$ cat src/rtl/gs_pkg.sv
// Shared types for the indexed gather/scatter sequencer.
package gs_pkg;
    typedef enum logic [1:0] {
        MOP_PROBE = 2'd0,
        MOP_READ  = 2'd1,
        MOP_WRITE = 2'd2
    } mem_op_e;

    typedef enum logic [2:0] {
        S_IDLE,
        S_PROBE,
        S_XFER,
        S_CLEAR,
        S_DONE
    } seq_state_e;
endpackage

$ cat src/rtl/gs_addr_gen.sv
// Address generator: extends an offset element from its element width
// (signed or unsigned), adds it to the base and adds the field offset
// k << msz. The sum wraps modulo 2^AW.
// Assumes AW <= ELEN and that sew selects a width no wider than ELEN.
module gs_addr_gen #(
    parameter int AW   = 16,
    parameter int ELEN = 32,
    parameter int NFW  = 3
) (
    input  logic [AW-1:0]   base,
    input  logic [ELEN-1:0] offset,
    input  logic [1:0]      sew,
    input  logic            off_signed,
    input  logic [NFW-1:0]  fld,
    input  logic [1:0]      msz,
    output logic [AW-1:0]   ea
);
    logic [ELEN-1:0] ext;
    logic [AW-1:0]   fld_off;
    int              ow;
    logic            sbit;

    // Extend the element-width offset to ELEN bits.
    always_comb begin
        ow   = 8 << sew;
        sbit = off_signed & offset[ow-1];
        for (int b = 0; b < ELEN; b++) begin
            ext[b] = (b < ow) ? offset[b] : sbit;
        end
    end

    // Field offset and final wrapping sum.
    always_comb begin
        fld_off = AW'(fld) << msz;
        ea      = base + ext[AW-1:0] + fld_off;
    end
endmodule

$ cat src/rtl/gs_elem_fmt.sv
// Element formatter: widens a loaded access-width value to the element
// width (sign or zero), clearing bits above the element; trims store data
// to the access width.
// Assumes msz <= sew (illegal combinations are filtered upstream).
module gs_elem_fmt #(
    parameter int ELEN = 32
) (
    input  logic [ELEN-1:0] rdata,
    input  logic [ELEN-1:0] rf_rdata,
    input  logic [1:0]      msz,
    input  logic [1:0]      sew,
    input  logic            sgn,
    output logic [ELEN-1:0] ld_val,
    output logic [ELEN-1:0] st_val
);
    int   mw;
    int   ew;
    logic msb;

    // Bitwise select between data, extension and zero.
    always_comb begin
        mw  = 8 << msz;
        ew  = 8 << sew;
        msb = rdata[mw-1];
        for (int b = 0; b < ELEN; b++) begin
            if (b < mw)      ld_val[b] = rdata[b];
            else if (b < ew) ld_val[b] = sgn & msb;
            else             ld_val[b] = 1'b0;
            st_val[b] = (b < mw) ? rf_rdata[b] : 1'b0;
        end
    end
endmodule

$ cat src/rtl/gs_indexed_seq.sv
// Indexed gather/scatter sequencer. Runs a probe pass over all active
// elements, then a data pass over every (element, field), then, for loads,
// a tail-clear pass. One step per clock.
// Assumes: memory and register-file reads answer in the same cycle;
// offs_vec, mask_vec and rf contents are stable during an operation;
// 1 <= vlmax <= VLMAX and vl <= vlmax; start is only raised while idle.
module gs_indexed_seq
    import gs_pkg::*;
#(
    parameter int AW    = 16,
    parameter int ELEN  = 32,
    parameter int VLMAX = 8,
    parameter int NFMAX = 8,
    localparam int IW   = $clog2(VLMAX),
    localparam int CW   = $clog2(VLMAX + 1),
    localparam int NFW  = $clog2(NFMAX),
    localparam int RW   = $clog2(VLMAX * NFMAX),
    localparam int SZW  = $clog2(NFMAX * ELEN / 8 + 1)
) (
    input  logic                  clk,
    input  logic                  rst_n,
    input  logic                  start,
    input  logic                  is_store,
    input  logic                  sgn_ld,
    input  logic                  use_mask,
    input  logic [1:0]            sew,
    input  logic [1:0]            msz,
    input  logic [NFW-1:0]        nf_m1,
    input  logic [CW-1:0]         vl,
    input  logic [CW-1:0]         vlmax,
    input  logic [AW-1:0]         base,
    input  logic [VLMAX*ELEN-1:0] offs_vec,
    input  logic [VLMAX-1:0]      mask_vec,
    output logic                  mem_req,
    output logic [1:0]            mem_op,
    output logic [AW-1:0]         mem_addr,
    output logic [SZW-1:0]        mem_size,
    output logic [ELEN-1:0]       mem_wdata,
    input  logic [ELEN-1:0]       mem_rdata,
    input  logic                  mem_fault,
    output logic                  rf_we,
    output logic [RW-1:0]         rf_waddr,
    output logic [ELEN-1:0]       rf_wdata,
    output logic [RW-1:0]         rf_raddr,
    input  logic [ELEN-1:0]       rf_rdata,
    output logic                  done,
    output logic                  fault,
    output logic [IW-1:0]         fault_idx,
    output logic                  illegal
);
    seq_state_e      state;
    logic            st_q, sg_q, msk_q;
    logic [1:0]      sew_q, msz_q;
    logic [NFW-1:0]  nfm1_q;
    logic [CW-1:0]   vl_q, vlmax_q;
    logic [AW-1:0]   base_q;
    logic [CW-1:0]   el_q;
    logic [NFW-1:0]  fld_q;
    logic            fault_q, illegal_q;
    logic [IW-1:0]   fidx_q;

    logic [IW-1:0]   cur;
    logic            active, last_el, last_fld, last_slot;
    logic [RW-1:0]   ridx;
    logic [SZW-1:0]  probe_sz;
    logic [NFW-1:0]  ag_fld;
    logic [ELEN-1:0] ld_val, st_val;
    mem_op_e         op_c;

    // Current element decode.
    always_comb begin
        cur       = el_q[IW-1:0];
        active    = !msk_q || mask_vec[cur];
        last_el   = (el_q == vl_q - CW'(1));
        last_slot = (el_q == vlmax_q - CW'(1));
        last_fld  = (fld_q == nfm1_q);
        ridx      = RW'(el_q) + RW'(fld_q) * RW'(vlmax_q);
        probe_sz  = (SZW'(nfm1_q) + SZW'(1)) << msz_q;
        ag_fld    = (state == S_PROBE) ? '0 : fld_q;
    end

    gs_addr_gen #(.AW(AW), .ELEN(ELEN), .NFW(NFW)) u_addr (
        .base       (base_q),
        .offset     (offs_vec[cur*ELEN +: ELEN]),
        .sew        (sew_q),
        .off_signed (st_q | sg_q),
        .fld        (ag_fld),
        .msz        (msz_q),
        .ea         (mem_addr)
    );

    gs_elem_fmt #(.ELEN(ELEN)) u_fmt (
        .rdata    (mem_rdata),
        .rf_rdata (rf_rdata),
        .msz      (msz_q),
        .sew      (sew_q),
        .sgn      (sg_q),
        .ld_val   (ld_val),
        .st_val   (st_val)
    );

    // Request and register-write outputs per phase.
    always_comb begin
        mem_req  = 1'b0;
        op_c     = MOP_PROBE;
        mem_size = '0;
        rf_we    = 1'b0;
        rf_wdata = '0;
        unique case (state)
            S_PROBE: begin
                mem_req  = active;
                mem_size = probe_sz;
            end
            S_XFER: begin
                mem_req  = active;
                op_c     = st_q ? MOP_WRITE : MOP_READ;
                mem_size = SZW'(1) << msz_q;
                rf_we    = active && !st_q;
                rf_wdata = ld_val;
            end
            S_CLEAR: rf_we = 1'b1;
            default: ;
        endcase
    end

    assign mem_op    = op_c;
    assign mem_wdata = st_val;
    assign rf_waddr  = ridx;
    assign rf_raddr  = ridx;
    assign done      = (state == S_DONE);
    assign fault     = done && fault_q;
    assign illegal   = done && illegal_q;
    assign fault_idx = fidx_q;

    // Phase sequencing and configuration capture.
    always_ff @(posedge clk) begin
        if (!rst_n) begin
            state     <= S_IDLE;
            st_q      <= 1'b0;
            sg_q      <= 1'b0;
            msk_q     <= 1'b0;
            sew_q     <= '0;
            msz_q     <= '0;
            nfm1_q    <= '0;
            vl_q      <= '0;
            vlmax_q   <= '0;
            base_q    <= '0;
            el_q      <= '0;
            fld_q     <= '0;
            fault_q   <= 1'b0;
            illegal_q <= 1'b0;
            fidx_q    <= '0;
        end else begin
            unique case (state)
                S_IDLE: if (start) begin
                    st_q      <= is_store;
                    sg_q      <= sgn_ld;
                    msk_q     <= use_mask;
                    sew_q     <= sew;
                    msz_q     <= msz;
                    nfm1_q    <= nf_m1;
                    vl_q      <= vl;
                    vlmax_q   <= vlmax;
                    base_q    <= base;
                    el_q      <= '0;
                    fld_q     <= '0;
                    fault_q   <= 1'b0;
                    fidx_q    <= '0;
                    illegal_q <= (msz > sew);
                    if (msz > sew || vl == '0) state <= S_DONE;
                    else                       state <= S_PROBE;
                end
                S_PROBE: begin
                    if (active && mem_fault) begin
                        fault_q <= 1'b1;
                        fidx_q  <= cur;
                        state   <= S_DONE;
                    end else if (last_el) begin
                        el_q  <= '0;
                        state <= S_XFER;
                    end else begin
                        el_q <= el_q + CW'(1);
                    end
                end
                S_XFER: begin
                    if (!last_fld) begin
                        fld_q <= fld_q + NFW'(1);
                    end else begin
                        fld_q <= '0;
                        if (!last_el) begin
                            el_q <= el_q + CW'(1);
                        end else if (st_q || vl_q == vlmax_q) begin
                            state <= S_DONE;
                        end else begin
                            el_q  <= vl_q;
                            state <= S_CLEAR;
                        end
                    end
                end
                S_CLEAR: begin
                    if (last_slot) begin
                        el_q <= vl_q;
                        if (last_fld) state <= S_DONE;
                        else          fld_q <= fld_q + NFW'(1);
                    end else begin
                        el_q <= el_q + CW'(1);
                    end
                end
                S_DONE:  state <= S_IDLE;
                default: state <= S_IDLE;
            endcase
        end
    end

    // Masked-off elements never reach the memory port.
    assert_mask_skip_R2: assert property (@(posedge clk) disable iff (!rst_n)
        (mem_req && msk_q) |-> mask_vec[cur]);

    // A fault recorded in this operation forbids any later write.
    assert_no_write_after_fault_R5: assert property (@(posedge clk) disable iff (!rst_n)
        (mem_req && mem_op == 2'd2) |-> !fault_q);

    // Stores never touch the register file.
    assert_store_no_rf_R9: assert property (@(posedge clk) disable iff (!rst_n)
        rf_we |-> !st_q);

    // A rejected operation issues nothing in the cycle before its done.
    assert_reject_quiet_R10: assert property (@(posedge clk) disable iff (!rst_n)
        illegal |-> (!$past(mem_req) && !$past(rf_we)));

    // Completion is a single-cycle pulse with the ports quiet.
    assert_done_pulse_R11: assert property (@(posedge clk) disable iff (!rst_n)
        done |=> !done);

    assert_done_quiet_R11: assert property (@(posedge clk) disable iff (!rst_n)
        done |-> (!mem_req && !rf_we));
endmodule

$ cat config.mk
export PLATFORM = sky130hd
export DESIGN_NAME = gs_indexed_seq
export DESIGN_NICKNAME = d
export VERILOG_FILES = /design/src/rtl/gs_pkg.sv /design/src/rtl/gs_addr_gen.sv /design/src/rtl/gs_elem_fmt.sv /design/src/rtl/gs_indexed_seq.sv
export SDC_FILE = /design/constraint.sdc
export NUM_CORES = 1
export LEC_CHECK = 0
export BUFFER_PORTS_ARGS = -buffer_cell sky130_fd_sc_hd__buf_2
export CORE_AREA = 3 3 185 187
export CTS_BUF_LIST = sky130_fd_sc_hd__clkbuf_4
export CTS_CLUSTER_DIAMETER = 100
export DETAILED_ROUTE_END_ITERATION = 10
export DIE_AREA = 0 0 188 190
export GPL_ROUTABILITY_DRIVEN = 0
export SLEW_MARGIN = 15
export SYNTH_ARGS = -nofsm -noshare
export SYNTH_HDL_FRONTEND = slang
export SYNTH_SLANG_ARGS = --single-unit
$ cat constraint.sdc
create_clock -name clk -period 20.1 [get_ports clk]
set_clock_uncertainty 0.2 [all_clocks]
set_input_delay 6.03 -clock clk [delete_from_list [all_inputs] [get_ports clk]]
set_output_delay 6.03 -clock clk [all_outputs]
set_load 0.01 [all_outputs]
==> flow_summary.html <==
<table>
<tr><th>Metric</th><th>Value</th></tr>
<tr><th colspan="2">Hold path</th></tr>
<tr><td>Worst Hold Class</td><td>reg -&gt; reg</td></tr>
<tr><th colspan="2">Die</th></tr>
<tr><td>Placeable core region</td><td>0.0326 sq mm</td></tr>
<tr><td>Placement Rows</td><td>66</td></tr>
<tr><td>Horiz. Die Dim</td><td>188 um</td></tr>
<tr><td>Die Span Y</td><td>190 um</td></tr>
<tr><td>Die footprint</td><td>0.0357 sq mm</td></tr>
<tr><td>Initial cell density of the core</td><td>0.172</td></tr>
<tr><td>Number of placed I/O pins</td><td>474</td></tr>
<tr><th colspan="2">Setup path</th></tr>
<tr><td>Crit path max-delay cell type</td><td>sky130_fd_sc_hd__mux4_2</td></tr>
<tr><td>Combined buffer and inverter count along the critical path</td><td>2</td></tr>
<tr><td>Slack of the worst reg-to-reg path</td><td>16.50 ns</td></tr>
<tr><td>List of cells traversed by the critical path</td><td>buf_2 &gt; mux4_2 &gt; nand2_1 &gt; nand2_1 &gt; fa_1 &gt; ha_1 &gt; fa_1 &gt; a211oi_1 &gt; o21bai_1 &gt; a31oi_1 &gt; o21ai_0 &gt; a21oi_1 &gt; xnor3_1 &gt; buf_2</td></tr>
<tr><td>Crit-path max FO</td><td>3</td></tr>
<tr><td>Crit path DAT</td><td>9.96 ns</td></tr>
<tr><td>Largest stage delay on the critical path</td><td>0.46 ns</td></tr>
<tr><td>Worst endpoint required time</td><td>13.87 ns</td></tr>
<tr><td>Crit path max-delay family</td><td>compound AO/OA/AOI/OAI gates</td></tr>
<tr><td>Kind of end point of the critical path</td><td>output pin</td></tr>
<tr><td>Crit Path Class</td><td>in -&gt; out</td></tr>
<tr><td>Worst Setup Start Kind</td><td>input port</td></tr>
<tr><th colspan="2">Global routing</th></tr>
<tr><td>Vias in the first global route</td><td>6,245</td></tr>
<tr><td>Overall Global Routing Usage</td><td>0.136</td></tr>
<tr><td>Remaining global-route overflow</td><td>0</td></tr>
<tr><td>Largest net degree at the start of global routing</td><td>34</td></tr>
<tr><td>Antenna violations before repair</td><td>6</td></tr>
<tr><td>First-pass GRT wire length</td><td>36,700 um</td></tr>
<tr><th colspan="2">Yosys</th></tr>
<tr><td>Post-Syn Area per Cell</td><td>7.96 sq um</td></tr>
<tr><td>Arithmetic-cell share of the synthesized area counting full adders, half adders and majority gates</td><td>0.134</td></tr>
<tr><td>Post-Syn Instances</td><td>706</td></tr>
<tr><td>Mux contribution to synthesized area</td><td>0.174</td></tr>
<tr><td>Compound-cell area share of the yosys netlist</td><td>0.164</td></tr>
<tr><td>Synth Area in XOR/XNOR</td><td>0.0688</td></tr>
<tr><td>Area fraction of the dominant cell type after synthesis</td><td>0.175</td></tr>
<tr><td>Largest family of logic cells by synthesized area</td><td>simple AND/OR/NAND/NOR gates</td></tr>
<tr><td>Top cell types by occurrence after synthesis</td><td>sky130_fd_sc_hd__nand2_1, sky130_fd_sc_hd__a21oi_1, sky130_fd_sc_hd__clkbuf_1</td></tr>
<tr><td>Sequential element share of the synthesized area</td><td>0.175</td></tr>
<tr><td>Post-Synth Simple-Gate Area</td><td>0.209</td></tr>
<tr><td>Synthesized flop and latch total</td><td>49</td></tr>
<tr><td>Largest cells by area after synthesis</td><td>sky130_fd_sc_hd__dfxtp_1, sky130_fd_sc_hd__mux4_2, sky130_fd_sc_hd__nand2_1</td></tr>
<tr><td>Cell area after synthesis</td><td>0.00562 sq mm</td></tr>
<tr><td>Most common cell in the synthesized netlist</td><td>sky130_fd_sc_hd__nand2_1</td></tr>
<tr><td>Main flop type after synthesis</td><td>sky130_fd_sc_hd__dfxtp_1</td></tr>
<tr><td>Number of flops mapped to enable cells by yosys</td><td>0</td></tr>
<tr><td>Number of warnings printed during yosys synthesis</td><td>0</td></tr>
<tr><td>Leading area contributor after synthesis</td><td>sky130_fd_sc_hd__dfxtp_1</td></tr>
<tr><td>Async SR Flop Fraction</td><td>0</td></tr>
<tr><td>Count of different cell masters after synthesis</td><td>52</td></tr>
<tr><td>Number of nets produced by synthesis</td><td>1,125</td></tr>
<tr><th colspan="2">STA</th></tr>
<tr><td>Min Clock Period, post-route</td><td>16.19 ns</td></tr>
<tr><td>Setup repair after global routing missed its margin</td><td>no</td></tr>
<tr><td>Tightest slew margin relative to the limit</td><td>0.292</td></tr>
<tr><td>Sum Neg Setup Slack</td><td>0 ns</td></tr>
<tr><td>Number of max-slew violations in the final report</td><td>0</td></tr>
<tr><td>Number of setup violations in the final report</td><td>0</td></tr>
<tr><td>Maximum frequency from static timing analysis</td><td>61.8 MHz</td></tr>
<tr><td>Portion of the clock cycle consumed by the worst path in the final layout</td><td>0.805</td></tr>
<tr><td>Final Hold Fails</td><td>0</td></tr>
<tr><td>Crit path setup slack, layout</td><td>3.91 ns</td></tr>
<tr><td>Worst slew pin tran</td><td>1.05 ns</td></tr>
<tr><th colspan="2">Cells and area</th></tr>
<tr><td>Layout cells sized above 1</td><td>0.403</td></tr>
<tr><td>Non-Filler Instances</td><td>1,443</td></tr>
<tr><td>Share of the core filled with cells</td><td>0.237</td></tr>
<tr><td>Post-layout net count</td><td>1,414</td></tr>
<tr><td>Post-route standard cell area excluding fillers</td><td>0.00775 sq mm</td></tr>
<tr><td>Register area</td><td>983 sq um</td></tr>
<tr><td>Number of filler instances in the final layout</td><td>3,631</td></tr>
<tr><td>Area taken by multi-input logic gates</td><td>0.00421 sq mm</td></tr>
<tr><td>Area growth from synthesis to layout</td><td>37.9%</td></tr>
<tr><th colspan="2">Placed design</th></tr>
<tr><td>Port-buffer cells</td><td>337</td></tr>
<tr><td>DP Area</td><td>0.00765 sq mm</td></tr>
<tr><td>Number of placed instances with taps included</td><td>1,430</td></tr>
<tr><td>Half-perimeter wire length after detailed placement</td><td>21,700 um</td></tr>
<tr><td>Placement Setup Slack</td><td>3.93 ns</td></tr>
<tr><th colspan="2">Drt</th></tr>
<tr><td>DRT iter0 DRCs</td><td>276</td></tr>
<tr><td>Average via count per standard cell</td><td>4.38</td></tr>
<tr><td>Residual antenna-violating net count after detailed routing</td><td>0</td></tr>
<tr><td>Detailed Route WL</td><td>25,400 um</td></tr>
<tr><td>Total number of vias</td><td>6,322</td></tr>
<tr><td>Routed length per instance</td><td>17.6 um</td></tr>
<tr><td>Final routed DRC violation total</td><td>0</td></tr>
<tr><td>Count of TritonRoute iterations in the first routing pass</td><td>4</td></tr>
<tr><th colspan="2">Clocking</th></tr>
<tr><td>CTS Buffer Depth</td><td>2</td></tr>
<tr><td>Number of CTS-inserted buffers</td><td>5</td></tr>
<tr><td>Root Driver</td><td>sky130_fd_sc_hd__clkbuf_4</td></tr>
<tr><td>Number of post-CTS setup repair buffers</td><td>0</td></tr>
<tr><td>H-tree levels</td><td>2</td></tr>
<tr><td>CTS hold repair buffers</td><td>0</td></tr>
<tr><td>Worst skew pair latency</td><td>0.42 ns</td></tr>
<tr><td>CTS sink count</td><td>49</td></tr>
<tr><td>TritonCTS clock tree</td><td>built</td></tr>
<tr><td>Clock slew at reported path FFs</td><td>0.17 ns</td></tr>
<tr><td>Post_cts resized</td><td>0</td></tr>
<tr><th colspan="2">Job</th></tr>
<tr><td>Max-capacitance violation count</td><td>0</td></tr>
<tr><th colspan="2">Power</th></tr>
<tr><td>Switch Pwr</td><td>0.000408 W</td></tr>
<tr><td>Leakage power total</td><td>3.85 nW</td></tr>
<tr><td>Worst-case vdd ir drop</td><td>0.0000403 V</td></tr>
<tr><td>Clock network fraction of design power</td><td>0.082</td></tr>
<tr><td>Power per unit of standard cell area</td><td>103 mW/mm^2</td></tr>
<tr><td>Internal power component</td><td>0.000394 W</td></tr>
<tr><td>Combinational group share of total power</td><td>0.720</td></tr>
<tr><td>Proportion of total power due to net switching</td><td>0.509</td></tr>
<tr><td>Fraction of power consumed by sequential logic</td><td>0.199</td></tr>
<tr><th colspan="2">Run status</th></tr>
<tr><td>Status</td><td>finished clean</td></tr>
</table>
-- per-layer routing --
layer,up-vias,global-route usage,routed length (um)
met1,2921,0.145,9460
li1,3036,-,-
met4,2,0.0442,625
met5,-,0,13
met2,332,0.265,13400
met3,31,0.0289,1930
-- worst paths after layout --
path,startpoint,to,depth (start not counted)
max reg2reg,el_q[2]$_SDFFE_PN0P_,el_q[0]$_SDFFE_PN0P_,6
min reg2reg,base_q[6]$_SDFFE_PN0P_,base_q[6]$_SDFFE_PN0P_,2
max,offs_vec[97],mem_addr[15],14
min,base_q[6]$_SDFFE_PN0P_,base_q[6]$_SDFFE_PN0P_,2
-- area by class of cell --
type | instances | area share
inverter | 41 | 0.0199
clock buffer | 5 | 0.00485
clock inverter | 3 | 0.00598
antenna | 5 | 0.00162
multi-input combinational | 553 | 0.544
sequential | 49 | 0.127
tap | 442 | 0.0714
timing repair buffer | 345 | 0.225
-- sequential cells by signal, summed over array words and instances, names as in the netlist --
| signal | count |
|---|---|
| base_q | 16 |
| fld_q | 3 |
| st_q | 1 |
| msz_q | 2 |
| state | 3 |
| nfm1_q | 3 |
| el_q | 4 |
| vlmax_q | 4 |
| fault_q | 1 |
| sew_q | 2 |
| msk_q | 1 |
| sg_q | 1 |
| illegal_q | 1 |
| vl_q | 4 |
| fault_idx | 3 |
-- worst reg2reg max path: cells and delay by family (launching register included) --
family / cells / cell delay, ns
AO/OA/AOI/OAI: 3 / 1.03
AND/OR/NAND/NOR: 1 / 0.08
flip-flops: 1 / 0.84
buffers and inverters: 1 / 0.72
multiplexers: 1 / 0.59
-- power groups by stage --
stage | Sequential, W | Combinational (W) | Clock (W)
2_1_floorplan | 0.000135 | 0.000410 | 0
3_3_place_gp | 0.000161 | 0.000581 | 0
3_5_place_dp | 0.000162 | 0.000589 | 0
4_1_cts | 0.000160 | 0.000592 | 0.0000715
5_1_grt | 0.000165 | 0.000648 | 0.0000732
6_report | 0.000159 | 0.000577 | 0.0000655
-- per-stage QoR --
stage / power, W / hold slack (ns)
global route: 0.000886 / 0.305
global placement: 0.000742 / 0.251
detailed placement: 0.000751 / 0.262
CTS: 0.000824 / 0.283
finish: 0.000802 / 0.281
floorplan: 0.000545 / 0.241
-- kinds of logic after synthesis --
kind of cell,count (synthesis)
AO/OA/AOI/OAI,151
XOR/XNOR,41
adder cells (fa/ha/maj),53
buffers and inverters,104
flip-flops,49
multiplexers,49
AND/OR/NAND/NOR,259
-- cell usage in the layout, fill, tap and decap left out, drive strengths merged, types with 6 or more instances in the layout --
cell type  count
buf          345
nor2          32
fa            12
and3          15
a21oi         77
nand2        137
mux2i         10
mux4          39
inv           39
and2          24
dfxtp         49
o21a          10
nand3         10
xor2          13
nor2b         15
a31oi         10
ha            41
xnor2         26
nor3          12
o21ai         17
a21o           6
Note: power is estimated with default switching activity, not from simulation.
